--- src/rtl/czu_pkg.sv ---
package czu_pkg;

    localparam logic [6:0] OPC_REGREG  = 7'h33;
    localparam logic [6:0] F7_CZERO    = 7'h07;
    localparam logic [2:0] F3_ON_EQZ   = 3'h5;
    localparam logic [2:0] F3_ON_NEZ   = 3'h7;

    typedef struct packed {
        logic [6:0] f7;
        logic [4:0] cond_idx;
        logic [4:0] val_idx;
        logic [2:0] f3;
        logic [4:0] dst;
        logic [6:0] opc;
    } insn_fields_t;

    typedef enum logic [1:0] {
        CZ_NONE     = 2'd0,
        CZ_ZERO_EQZ = 2'd1,
        CZ_ZERO_NEZ = 2'd2
    } cz_op_e;

endpackage

--- src/rtl/czu_decode.sv ---
module czu_decode
    import czu_pkg::*;
(
    input  logic [31:0] insn_i,
    output cz_op_e      op_o,
    output logic [4:0]  dst_o
);

    insn_fields_t fld;
    logic         major_hit;

    assign fld       = insn_fields_t'(insn_i);
    assign major_hit = (fld.opc == OPC_REGREG) && (fld.f7 == F7_CZERO);
    assign dst_o     = fld.dst;

    always_comb begin
        op_o = CZ_NONE;
        if (major_hit) begin
            case (fld.f3)
                F3_ON_EQZ: op_o = CZ_ZERO_EQZ;
                F3_ON_NEZ: op_o = CZ_ZERO_NEZ;
                default:   op_o = CZ_NONE;
            endcase
        end
    end

endmodule

--- src/rtl/czu_select.sv ---
module czu_select
    import czu_pkg::*;
#(
    parameter int XLEN = 32
) (
    input  cz_op_e            op_i,
    input  logic [XLEN-1:0]   src_a_i,
    input  logic [XLEN-1:0]   src_b_i,
    output logic [XLEN-1:0]   res_o
);

    logic            cond_nz;
    logic            keep;
    logic [XLEN-1:0] keep_mask;

    // Full-width reduction: every bit of the condition takes part.
    assign cond_nz = |src_b_i;

    always_comb begin
        unique case (op_i)
            CZ_ZERO_EQZ: keep = cond_nz;
            CZ_ZERO_NEZ: keep = ~cond_nz;
            default:     keep = 1'b0;
        endcase
    end

    // Mask instead of a data-dependent path, so timing does not vary.
    assign keep_mask = {XLEN{keep}};
    assign res_o     = src_a_i & keep_mask;

endmodule

--- src/rtl/czu_top.sv ---
module czu_top
    import czu_pkg::*;
#(
    parameter int XLEN = 32
) (
    input  logic            clk_i,
    input  logic            rst_ni,
    input  logic            in_valid_i,
    input  logic [31:0]     insn_i,
    input  logic [XLEN-1:0] src_a_i,
    input  logic [XLEN-1:0] src_b_i,
    output logic [XLEN-1:0] res_o,
    output logic [4:0]      rd_o,
    output logic            wen_o,
    output logic            foreign_o
);

    typedef struct packed {
        logic [XLEN-1:0] res;
        logic [4:0]      rd;
        logic            wen;
        logic            foreign;
    } out_t;

    cz_op_e          dec_op;
    logic [4:0]      dec_dst;
    logic [XLEN-1:0] sel_res;
    logic            hit;
    out_t            out_d, out_q;

    czu_decode u_decode (
        .insn_i (insn_i),
        .op_o   (dec_op),
        .dst_o  (dec_dst)
    );

    czu_select #(.XLEN(XLEN)) u_select (
        .op_i    (dec_op),
        .src_a_i (src_a_i),
        .src_b_i (src_b_i),
        .res_o   (sel_res)
    );

    assign hit = in_valid_i && (dec_op != CZ_NONE);

    always_comb begin
        out_d         = '0;
        out_d.foreign = in_valid_i && !hit;
        if (hit) begin
            out_d.res = sel_res;
            out_d.rd  = dec_dst;
            out_d.wen = (dec_dst != 5'd0);
        end
    end

    always_ff @(posedge clk_i or negedge rst_ni) begin
        if (!rst_ni) begin
            out_q <= '0;
        end else begin
            out_q <= out_d;
        end
    end

    assign res_o     = out_q.res;
    assign rd_o      = out_q.rd;
    assign wen_o     = out_q.wen;
    assign foreign_o = out_q.foreign;

    AST_WEN_FOREIGN_EXCL: assert property (@(posedge clk_i) disable iff (!rst_ni)
        !(wen_o && foreign_o));

    AST_BAD_OPCODE_FOREIGN: assert property (@(posedge clk_i) disable iff (!rst_ni)
        (in_valid_i && insn_i[6:0] != 7'h33) |=> (foreign_o && !wen_o && res_o == '0));

    AST_EQZ_ZEROES: assert property (@(posedge clk_i) disable iff (!rst_ni)
        (in_valid_i && insn_i[6:0] == 7'h33 && insn_i[31:25] == 7'h07
         && insn_i[14:12] == 3'h5 && src_b_i == '0) |=> (res_o == '0));

    AST_NEZ_ZEROES: assert property (@(posedge clk_i) disable iff (!rst_ni)
        (in_valid_i && insn_i[6:0] == 7'h33 && insn_i[31:25] == 7'h07
         && insn_i[14:12] == 3'h7 && src_b_i != '0) |=> (res_o == '0));

    AST_ONEHOT_COND_NONZERO: assert property (@(posedge clk_i) disable iff (!rst_ni)
        (in_valid_i && insn_i[6:0] == 7'h33 && insn_i[31:25] == 7'h07
         && insn_i[14:12] == 3'h5 && $countones(src_b_i) == 1) |=> (res_o == $past(src_a_i)));

    AST_X0_NO_WRITE: assert property (@(posedge clk_i) disable iff (!rst_ni)
        wen_o |-> (rd_o != 5'd0));

    AST_IDLE_QUIET: assert property (@(posedge clk_i) disable iff (!rst_ni)
        !in_valid_i |=> (!wen_o && !foreign_o && res_o == '0));

endmodule

--- config.mk ---
export PLATFORM = sky130hd
export DESIGN_NAME = czu_top
export DESIGN_NICKNAME = d
export VERILOG_FILES = /design/src/rtl/czu_pkg.sv /design/src/rtl/czu_decode.sv /design/src/rtl/czu_select.sv /design/src/rtl/czu_top.sv
export SDC_FILE = /design/constraint.sdc
export NUM_CORES = 1
export LEC_CHECK = 0
export BUFFER_PORTS_ARGS = -buffer_cell sky130_fd_sc_hd__buf_2
export CAP_MARGIN = 40
export CORE_ASPECT_RATIO = 1.2
export CORE_MARGIN = 5
export CORE_UTILIZATION = 43
export CTS_CLUSTER_DIAMETER = 200
export CTS_CLUSTER_SIZE = 14
export DETAILED_ROUTE_END_ITERATION = 6
export PLACE_DENSITY_LB_ADDON = 0.2
export SLEW_MARGIN = 25
export SYNTH_ARGS = -nofsm -noshare
export SYNTH_HDL_FRONTEND = slang
export SYNTH_HIERARCHICAL = 1
export SYNTH_SLANG_ARGS = --single-unit
--- constraint.sdc ---
create_clock -name clk_i -period 0.8 [get_ports clk_i]
set_clock_uncertainty 0.05 [all_clocks]
set_input_delay 0.12 -clock clk_i [delete_from_list [all_inputs] [get_ports clk_i]]
set_output_delay 0.12 -clock clk_i [all_outputs]
set_load 0.01 [all_outputs]
**After elaboration in Yosys (flattened, before gate mapping)**

Index checks and enable logic that the tools add are counted.

- Equal/unequal tests: 6
- Mux-type cells: 4
- Bitwise operators: 2
- Reduce and logical (&&, ||, !) cells: 7

Operators by type and width:

| cell | number |
|---|---|
| two-way mux 38 bit | 1 |
| bitwise AND 32 bit | 1 |
| OR reduction 32 bit | 1 |
| equality test 7 x 3 -> 1 bit, second input constant | 1 |
| equality test 7 x 6 -> 1 bit, second input constant | 1 |
| equality test 3 bit, second input constant | 2 |
| nonzero test 5 bit | 1 |
| case mux 2 bit (2 select lines) | 1 |
| logical AND 1 bit | 3 |
| equality test 2 x 1 -> 1 bit, second input constant | 1 |
| equality test 2 bit, second input constant | 1 |
| two-way mux 2 bit | 1 |
| case mux 1 bit (2 select lines) | 1 |
| nonzero test 2 bit | 1 |
| logical NOT 1 bit | 1 |
| inverter 1 bit | 1 |

- Register bits after elaboration: 39
- Bits of input ports: 99
- Output and inout bits: 39
- Logic and storage cells: 23

**Depth between registers and ports, before layout**

- Depth in word-level cells: 7
- Depth in mapped cells: 8

**Modules after synthesis**

Netlist, hierarchy kept.

Modules (own cells, without submodules):

| module | instances | cells each | area an instance (um^2) | sequential area each (um^2) |
|---|---|---|---|---|
| czu_top | 1 | 84 | 1257.5 | 975.9 |
| czu_select | 1 | 51 | 493.0 | 0.0 |
| czu_decode | 1 | 13 | 101.3 | 0.0 |

**Least setup slack after synthesis**

OpenSTA, ideal clock, no wires.

- Kind: input to register
- Start point: input port insn_i[28]
- End point: register out_q, in the netlist res_o[22]
- Library setup time: 0.066 ns
- Arrival: 1.843 ns
- Data required time: 0.684 ns
- Setup slack: -1.159 ns
- Stages: 8
- Path through: nor4b_2 nand4_1 nor4_1 inv_1 or4_4 buf_6 a21boi_2 and2_1

RTL lines:

| element | line | RTL |
|---|---|---|
| from (decl) | czu_top.sv:9 | `input logic [31:0] insn_i,` |
| to (signal assigned) | czu_top.sv:60 | `out_q <= out_d;` |
| to (decl) | czu_top.sv:29 | `out_t out_d, out_q;` |

==> reports/results.tsv <==
stage	metric	value	unit
status	status	finished with violations	
status	failing checks	setup timing	
die	row cnt	26	
clock_network	TritonCTS clock tree	built	
sta	final setup fails	78	
routing	DR pass1 iterations	3	
die	Starting Density	43.8	%
synth	Syn Area/Cell	12.5	sq um
finish	layout net count	385	
global_routing	largest net degree at the start of global routing	33	
routing	routed vias	1619	
clock_network	CTS Buf Count	5	
finish	share of layout cells above drive strength 1	65.4	%
synth	most frequent cells after synthesis	dfrtp_1 (39), and2_1 (36), a21boi_2 (30), nor4_1 (9), buf_4 (5)	
run	max-cap viol count	0	
synth	Synth top area share	52.7	%
synth	post-synthesis async set-or-reset flop share	100	%
finish	fillers	357	
global_routing	first-pass GRT wire length	7850	um
setup_path	worst path required time	980	ps
sta	Slew HR	76.7	%
hold_path	WHS Path Cells	2	
setup_path	Worst EP arrival	1940	ps
synth	YS warnings	6	
clock_network	CTS root buffer	clkbuf_8	
global_routing	GRT Residual Overflow	0	
global_routing	vias in the first global route	1677	
die	Die Wd	69.9	um
setup_path	crit end category	flip-flop	
routing	number of DRC violations after detailed-routing iteration 0	46	
sta	f_max	0.569	GHz
synth	Synth Flop Type	dfrtp_1	
setup_path	maximum fanout along the worst path	15	
routing	ANT nets after route	0	
synth	synthesized area	0.00185	sq mm
clock_network	clock sinks	39	
setup_path	CP peak stage delay	570	ps
sta	WHS	32.8	ps
pwr	Peak VDD IR	0.000708	V
sta	Final min period	1760	ps
synth	top cells by area, synth	dfrtp_1 (53%), a21boi_2 (18%), and2_1 (12%), nor4_1 (3.0%), buf_4 (2.0%)	
sta	RSZ-0062 raised after global routing	yes	
clock_network	Max Buffers Root-to-Sink	2	
routing	Post-Route WL	5100	um
routing	Avg WL per Cell	14.9	um
synth	Syn Nets	247	
setup_path	WS Path Type	primary input to flip-flop	
hold_path	Hold Path Class	primary input to flip-flop	
finish	area delta synth->final	53.0	%
clock_network	register clock-pin slew on the reported worst setup and hold paths	70	ps
sta	Worst Setup Slack, final	-957	ps
global_routing	Total GRT Usage	18.2	%
finish	number of inserted diodes	0	
die	core area	0.00423	sq mm
setup_path	worst-path cell chain	buf_6 -> nor4b_4 -> nand4_1 -> nor4_2 -> inv_1 -> or4_4 -> buf_12 -> a21boi_2 -> and2_4	
die	Die Ht	81.9	um
sta	final period utilization	220	%
place	routability cong.	0.800	
synth	synth unique cells	23	
synth	EDFF count, synth	0	
synth	Mapped Cells	148	
place	HPWL after DPL	3800	um
die	io pins	138	
place	port bufs	127	
routing	DR vias/cell	4.73	
clock_network	H-tree Lvls	2	
synth	area leader, netlist	dfrtp_1	
pwr	Pleak	0.00151	uW
synth	count leader, synth	dfrtp_1	
die	Die Footprint	0.00572	sq mm
place	Inst Count DP	325	
finish	Non-Filler Instances	342	
sta	Final Hold Viols	0	
sta	final slew viol count	0	
setup_path	critical path launch point type	primary input	
setup_path	slowest CP cell	or4_4	
synth	Yosys reg bits	39	
routing	DRC	0	
sta	Least-Margin Pin Slew	346	ps
place	pre-CTS setup slack	-1260	ps
global_routing	initial antenna violation count	0	
synth	register area share after synthesis	52.7	%
pwr	pwr dens	1280	mW/mm^2
## power breakdown
group          internal [uW]  switching (uW)
Combinational            230             124
Clock                    676             635
Sequential              1970           0.518
## path summary, 6_finish.rpt
check                      startpoint                   to  slack (ps)
max in group asynchronous      rst_ni   res_o[4]$_DFF_PN0_         110
min                        insn_i[10]    rd_o[3]$_DFF_PN0_          30
max                        insn_i[28]  res_o[30]$_DFF_PN0_        -960
min in group asynchronous      rst_ni  res_o[16]$_DFF_PN0_         170
## metrics by stage
stage	area [sq um]	utilization [%]	TNS, ps	power, uW
2_1_floorplan	1870	-	-38370	2090
3_3_place_gp	2580	61.1	-45420	2340
3_5_place_dp	2580	61.1	-45810	2340
4_1_cts	2760	65.1	-39380	3690
5_1_grt	2830	67.0	-45390	3820
6_report	2830	67.0	-39400	3640
## worst max-delay path, delay by kind of cell
family,cells,cell delay [ps]
AND/OR/NAND/NOR,5,1300
AO/OA/AOI/OAI,1,130
buffers and inverters,3,370
## layout make-up
type | instances | area (sq um) | area share, %
Timing Repair Buffer | 146 | 898 | 31.7
Clock inverter | 1 | 5.00 | 0.177
Clock buffer | 6 | 82.6 | 2.91
Multi-Input combinational cell | 92 | 795 | 28.0
Sequential cell | 39 | 976 | 34.4
Tap cell | 56 | 70.1 | 2.47
Inverter | 2 | 7.51 | 0.265
## timing repair
| item | CTS | global route |
|---|---|---|
| setup buffers | 1 | 3 |
| resized for setup | 5 | 12 |
| setup endpoints to repair | 78 | 78 |
| hold endpoints to repair | 44 | 0 |
| hold buffers | 5 | 0 |
| gates cloned | 0 | 2 |
| pin swaps | 1 | 1 |
## sequential cells by signal, summed over array words and instances, names as in the netlist
| signal | count |
|---|---|
| foreign_o | 1 |
| res_o | 32 |
| wen_o | 1 |
| rd_o | 5 |
## placed cells by master, fill, tap and decap left out, types with 2 or more instances in the layout
cell             n
a21boi_2        31
and2_1          34
and2_4           2
buf_12           4
buf_2          119
buf_4            7
buf_6           10
clkbuf_8         6
dfrtp_1         39
dlygate4sd3_1    5
inv_1            2
nand4_1          3
nor4_1           8
nor4_2           2
## cells by family after synthesis
kind of cell,Yosys count,share of synthesized area [%]
compound gates,35,20.3
flops,39,52.7
simple gates,57,20.9
buf+inv,17,6.08
## metal layers
layer  wire length [um]  GRT usage [%]  part of all wire (%)
met1               1800           19.5                    35
met2               2580           30.1                    50
met3                584           8.94                    11
met4                145           9.20                   2.8
met5                  0              0                     0
Power figures use the tool's default switching activity.
